===== config.mk =====
export PLATFORM = sky130hd
export DESIGN_NAME = dual_mac_long
export DESIGN_NICKNAME = d
export VERILOG_FILES = /design/src/rtl/dml_pkg.sv /design/src/rtl/dml_operand_prep.sv /design/src/rtl/dml_lane_mult.sv /design/src/rtl/dml_accum.sv /design/src/rtl/dual_mac_long.sv
export SDC_FILE = /design/constraint.sdc
export NUM_CORES = 2
export LEC_CHECK = 0
export ABC_AREA = 1
export BUFFER_PORTS_ARGS = -buffer_cell sky130_fd_sc_hd__buf_2
export CORE_MARGIN = 4
export CORE_UTILIZATION = 58
export CTS_CLUSTER_SIZE = 40
export DETAILED_ROUTE_END_ITERATION = 7
export PLACE_DENSITY = 0.79
export RECOVER_POWER = 25
export SLEW_MARGIN = 30
export SYNTH_ARGS = -nofsm -noshare
export SYNTH_HDL_FRONTEND = slang
export SYNTH_SLANG_ARGS = --single-unit

===== constraint.sdc =====
create_clock -name clk -period 7.2 [get_ports clk]
set_clock_uncertainty 0.15 [all_clocks]
set_input_delay 1.44 -clock clk [delete_from_list [all_inputs] [get_ports clk]]
set_output_delay 1.44 -clock clk [all_outputs]
set_load 0.005 [all_outputs]

===== src/rtl/dml_pkg.sv =====
package dml_pkg;
  localparam int HALF_W = 16;
  localparam int WORD_W = 2 * HALF_W;
  localparam int PROD_W = 2 * HALF_W;
  localparam int SUM_W  = PROD_W + 1;
  localparam int ACC_W  = 2 * WORD_W;

  typedef enum logic {
    COMB_SUM  = 1'b0,
    COMB_DIFF = 1'b1
  } comb_mode_e;
endpackage


===== src/rtl/dml_operand_prep.sv =====
module dml_operand_prep #(
  parameter int HW = 16
) (
  input  logic [2*HW-1:0] a_word,
  input  logic [2*HW-1:0] b_word,
  input  logic            exchange,
  output logic [HW-1:0]   a_half [2],
  output logic [HW-1:0]   b_half [2]
);
  logic [HW-1:0] b_raw [2];

  for (genvar g = 0; g < 2; g++) begin : g_split
    assign a_half[g] = a_word[g*HW +: HW];
    assign b_raw[g]  = b_word[g*HW +: HW];
  end

  // Lane 0 pairs with b lane 1 when exchanged, and lane 1 with b lane 0.
  always_comb begin
    if (exchange) begin
      b_half[0] = b_raw[1];
      b_half[1] = b_raw[0];
    end else begin
      b_half[0] = b_raw[0];
      b_half[1] = b_raw[1];
    end
  end
endmodule


===== src/rtl/dml_lane_mult.sv =====
module dml_lane_mult #(
  parameter int HW = 16,
  localparam int PW = 2 * HW
) (
  input  logic                 clk,
  input  logic                 rst,
  input  logic                 en,
  input  logic [HW-1:0]        a_in,
  input  logic [HW-1:0]        b_in,
  output logic signed [PW-1:0] prod
);
  logic signed [HW-1:0] a_s;
  logic signed [HW-1:0] b_s;

  assign a_s = a_in;
  assign b_s = b_in;

  always_ff @(posedge clk) begin
    if (rst) prod <= '0;
    else if (en) prod <= a_s * b_s;
  end

  localparam logic signed [PW-1:0] PROD_MAX = PW'(1) <<< (PW - 2);
  localparam logic signed [PW-1:0] PROD_MIN = -(PROD_MAX - (PW'(1) <<< (HW - 1)));

  AST_PROD_BOUNDS: assert property (@(posedge clk) disable iff (rst)
    en |=> (prod <= PROD_MAX && prod >= PROD_MIN));
endmodule


===== src/rtl/dml_accum.sv =====
module dml_accum #(
  parameter int PW = 32,
  parameter int AW = 64,
  localparam int SW = PW + 1,
  localparam int WW = AW / 2
) (
  input  logic                 clk,
  input  logic                 rst,
  input  logic                 s_valid,
  input  logic                 s_diff,
  input  logic signed [PW-1:0] p_one,
  input  logic signed [PW-1:0] p_two,
  input  logic [AW-1:0]        acc,
  output logic                 out_valid,
  output logic [WW-1:0]        res_lo,
  output logic [WW-1:0]        res_hi
);
  import dml_pkg::*;

  logic signed [SW-1:0] x_one, x_two, combo;
  logic [AW-1:0]        combo_ext;
  logic [AW-1:0]        total;
  comb_mode_e           mode;

  assign mode  = comb_mode_e'(s_diff);
  assign x_one = {p_one[PW-1], p_one};
  assign x_two = {p_two[PW-1], p_two};

  always_comb begin
    case (mode)
      COMB_DIFF: combo = x_one - x_two;
      default:   combo = x_one + x_two;
    endcase
  end

  assign combo_ext = {{(AW-SW){combo[SW-1]}}, combo};
  assign total     = acc + combo_ext;

  always_ff @(posedge clk) begin
    if (rst) begin
      out_valid <= 1'b0;
      res_lo    <= '0;
      res_hi    <= '0;
    end else begin
      out_valid <= s_valid;
      if (s_valid) begin
        res_lo <= total[WW-1:0];
        res_hi <= total[AW-1:WW];
      end
    end
  end

  AST_DONE_FOLLOWS: assert property (@(posedge clk) disable iff (rst)
    s_valid |=> out_valid);
  AST_NO_SPURIOUS: assert property (@(posedge clk) disable iff (rst)
    !s_valid |=> !out_valid);
  AST_HOLD_IDLE: assert property (@(posedge clk) disable iff (rst)
    !s_valid |=> ($stable(res_lo) && $stable(res_hi)));
  AST_ZERO_PASS: assert property (@(posedge clk) disable iff (rst)
    (s_valid && p_one == '0 && p_two == '0) |=> ({res_hi, res_lo} == $past(acc)));
endmodule


===== src/rtl/dual_mac_long.sv =====
module dual_mac_long #(
  parameter int HALF_W = dml_pkg::HALF_W,
  localparam int WORD_W = 2 * HALF_W,
  localparam int PROD_W = 2 * HALF_W,
  localparam int ACC_W  = 2 * WORD_W
) (
  input  logic              clk,
  input  logic              rst,
  input  logic              in_valid,
  input  logic [WORD_W-1:0] op_a,
  input  logic [WORD_W-1:0] op_b,
  input  logic [WORD_W-1:0] acc_lo_in,
  input  logic [WORD_W-1:0] acc_hi_in,
  input  logic              xchg_sel,
  input  logic              diff_sel,
  output logic              out_valid,
  output logic [WORD_W-1:0] res_lo,
  output logic [WORD_W-1:0] res_hi
);
  logic [HALF_W-1:0]        a_half [2];
  logic [HALF_W-1:0]        b_half [2];
  logic signed [PROD_W-1:0] prod   [2];

  logic             s1_valid;
  logic             s1_diff;
  logic [ACC_W-1:0] s1_acc;

  dml_operand_prep #(.HW(HALF_W)) u_prep (
    .a_word   (op_a),
    .b_word   (op_b),
    .exchange (xchg_sel),
    .a_half   (a_half),
    .b_half   (b_half)
  );

  for (genvar g = 0; g < 2; g++) begin : g_lane
    dml_lane_mult #(.HW(HALF_W)) u_mult (
      .clk  (clk),
      .rst  (rst),
      .en   (in_valid),
      .a_in (a_half[g]),
      .b_in (b_half[g]),
      .prod (prod[g])
    );
  end

  always_ff @(posedge clk) begin
    if (rst) begin
      s1_valid <= 1'b0;
      s1_diff  <= 1'b0;
      s1_acc   <= '0;
    end else begin
      s1_valid <= in_valid;
      if (in_valid) begin
        s1_diff <= diff_sel;
        s1_acc  <= {acc_hi_in, acc_lo_in};
      end
    end
  end

  dml_accum #(.PW(PROD_W), .AW(ACC_W)) u_acc (
    .clk       (clk),
    .rst       (rst),
    .s_valid   (s1_valid),
    .s_diff    (s1_diff),
    .p_one     (prod[0]),
    .p_two     (prod[1]),
    .acc       (s1_acc),
    .out_valid (out_valid),
    .res_lo    (res_lo),
    .res_hi    (res_hi)
  );

  AST_STAGE_ONE: assert property (@(posedge clk) disable iff (rst)
    in_valid |=> s1_valid);
  AST_RESET_CLEAR: assert property (@(posedge clk)
    rst |=> (!out_valid && res_lo == '0 && res_hi == '0));
endmodule


==> results.tsv <==
metric	value	unit
synth_area_leaders	fa_1 31%, dfxtp_1 11%, inv_1 11%	
drive_gt1_frac	0.136	
synth_edf_count	0	
ys.flop_type	dfxtp_1	
crit_path_start_kind	input pin	
critical_path_class	in -> reg	
yosys.area.top_type	fa_1	
antenna_left	0	
critPathMaxStageDelay	0.54	ns
die_w	251	µm
drcViolationCount	0	
overflow	0	
die_area	63200	µm²
rsz0062_at_grt	true	
worst_skew_pair.late_latency	0.46	ns
ctsHoldBuffers	0	
critPathBufInv	9	
crit_arrival	7.21	ns
ctsHtreeMaxLevel	4	
placed_cell_area	38500	µm²
diodes	0	
async_flop_share	0	
crit_family	adder cells	
wirelength	106000	µm
dr_total_vias	32366	
synth_area	34400	µm²
syn_area_per_cell	7.19	µm²
grt_max_degree	81	
avgViaCountPerCell	5.41	
r2r-end	u_acc.res_hi[10]	
clockBufferDepth	2	
hp-class	reg -> reg	
yosysWarningCount	0	
reg2reg_from	g_lane[1].u_mult.prod[0]	
status	completed	
numCtsBuffers	17	
core	58100	µm²
cp_max_fo	19	
max_freq	144	MHz
min_period_over_period	0.966	
area_growth	14.4	%
synthCells	4779	
hpwl	91400	µm
cts_tree	done	
cp_common_cell	fa_1	
reg2reg_depth	34	
die_h	251	µm
seq_area_frac_synth	0.114	
synth_top_area_share	0.306	
port_buffers	197	
yosysUniqueCellTypes	57	
io_pins	198	
antenna_found_initial	0	
period_minus_slack	6.96	ns
tightest_slew	0.916	ns
ys_ff_latch	195	
hold_violations	0	
drt-initial-drc-count	2781	
end_kind	flop	
clock_sinks	195	
fin_nets	6130	
setup_violations	0	
fin_area	39300	µm²
drv_slew	0	
rrSetupSlack	0.98	ns
rows	88	
clk_pin_slew_worst_paths	0.08	ns
start_util	0.591	
firstDrtPassIters	7	
grt_pass1_wl	169000	µm
clock-root-buffer	clkbuf_16	
endpoint	g_lane[0].u_mult.prod[21]	
cp.depth	26	
grt_pass1_vias	32329	
hp-start	u_acc.res_hi[10]	
wl_per_cell	17.7	µm
critical_path.startpoint	xchg_sel	
slew-limit-headroom	0.383	
cp_data_required_time	7.45	ns
grt_usage	0.333	
syn-num-nets	5699	
slowest_stage	fa_1	
gp_congestion	1.01	
maxCapViolations	0	
layer usage:
metal,vias up,global-route usage,share of wire
li1,15397,-,-
met1,15385,0.454,0.42
met5,-,0,0
met4,0,0.107,0.037
met3,215,0.0685,0.093
met2,1369,0.537,0.45
worst min-delay path by stage:
stage / endpoint / slack, ns / cells after the start
2_1_floorplan: s1_acc[63] / 0.30 / 2
3_3_place_gp: u_acc.res_lo[25] / 0.31 / 2
3_5_place_dp: u_acc.res_lo[27] / 0.31 / 2
4_1_cts: u_acc.res_lo[27] / 0.33 / 2
5_1_grt: s1_acc[63] / 0.36 / 2
6_report: u_acc.res_hi[10] / 0.34 / 2
state kept, by name (all words and copies together), names as in the netlist:
name and cells:
s1_valid 1, u_acc.out_valid 1, s1_acc 64, u_acc.res_hi 32
s1_diff 1, g_lane.u_mult.prod 64, u_acc.res_lo 32
per-stage QoR:
stage                     setup WS [ns]  instances  setup TNS [ns]  hold slack [ns]   util
after floorplan               -0.000287       4779       -0.000287            0.299      -
after global placement           -0.322       5947           -4.62            0.305  0.662
after detailed placement         -0.355       5947           -7.62            0.308  0.662
after CTS                         0.121       5979               0            0.332  0.671
after global routing            -0.0626       5988          -0.354            0.363  0.677
final                             0.242       5988               0            0.341  0.677
Yosys cell counts, types with 5 or more instances:
cell type  count
a211oi_1       7
a21o_1        21
a21oi_1      222
a21oi_2        5
a31o_1         5
a31oi_1       14
buf_1         11
clkbuf_1     106
clkinv_1      19
dfxtp_1      195
fa_1         526
ha_1         261
inv_1       1017
inv_2         37
nand2_1      794
nand2_2       13
nand3_1      131
nand4_1       37
nor2_1       768
nor2_2        10
nor3_1        22
nor4_1        11
o211ai_1      26
o21a_1         5
o21ai_0      240
o21ai_1       42
o21ai_2        8
o21bai_1      18
o221ai_1       6
or2_1          8
or2_2          8
xnor2_1       51
xor2_1        90
kinds of logic (layout without fill, tap and decap cells):
| logic type | Yosys count | after routing | share of synthesized area |
|---|---|---|---|
| AOI/OAI and AO/OA | 636 | 636 | 0.103 |
| DFF | 195 | 195 | 0.114 |
| and+or+nand+nor | 1825 | 1825 | 0.215 |
| xor gates and xnor gates | 141 | 141 | 0.0359 |
| buffers and inverters | 1193 | 1637 | 0.130 |
| adders and majority gates | 787 | 787 | 0.401 |
| muxes | 2 | 2 | 0.000582 |
area by class of cell:
cell class | count | area (µm²)
multi-input combinational | 3391 | 26300
timing repair buffer | 532 | 3570
clock inverter | 14 | 141
fill | 5080 | 18800
inverter | 1073 | 4050
sequential | 195 | 3910
tap | 765 | 957
clock buffer | 18 | 429
cells in the final DEF, fill, tap and decap left out, types with 6 or more instances in the layout:
cell type	netlist	routed
buf_12	0	9
dfxtp_1	195	194
clkbuf_16	0	17
nand2_1	794	779
or2_1	8	8
o21ai_1	42	47
a21o_1	21	21
nand2_2	13	27
a31oi_1	14	14
a21oi_1	222	210
a211oi_1	7	6
ha_1	261	252
or2_2	8	8
o211ai_1	26	26
nor2_1	768	762
nor3_2	4	6
nand3_2	2	7
o21ai_2	8	10
fa_1	526	519
buf_4	0	324
ha_4	0	6
inv_1	1017	996
inv_2	37	55
nand4_1	37	37
a21oi_2	5	17
buf_2	3	156
nor4_1	11	9
nor3_1	22	20
o21bai_1	18	17
clkbuf_1	106	42
o221ai_1	6	6
clkinv_1	19	14
o21ai_0	240	233
nor2_2	10	14
xnor2_1	51	51
nand3_1	131	126
fa_2	0	7
xor2_1	90	90
repair_timing:
action                     CTS  global route
setup endpoints to repair    0            27
gates resized for setup      0            87
buffers inserted             0             7
worst reg2reg max path, delay by kind of cell, from the launching register on:
kind / cells / cell delay [ns]
AND/OR/NAND/NOR: 19 / 2.45
XOR/XNOR: 1 / 0.17
adder cells (fa/ha/maj): 3 / 0.97
buffers and inverters: 5 / 0.70
AO/OA/AOI/OAI: 6 / 1.30
flip-flops: 1 / 0.41
Power is not shown: default switching activity piles up to over one toggle a cycle in this logic, so the estimate is an artifact.
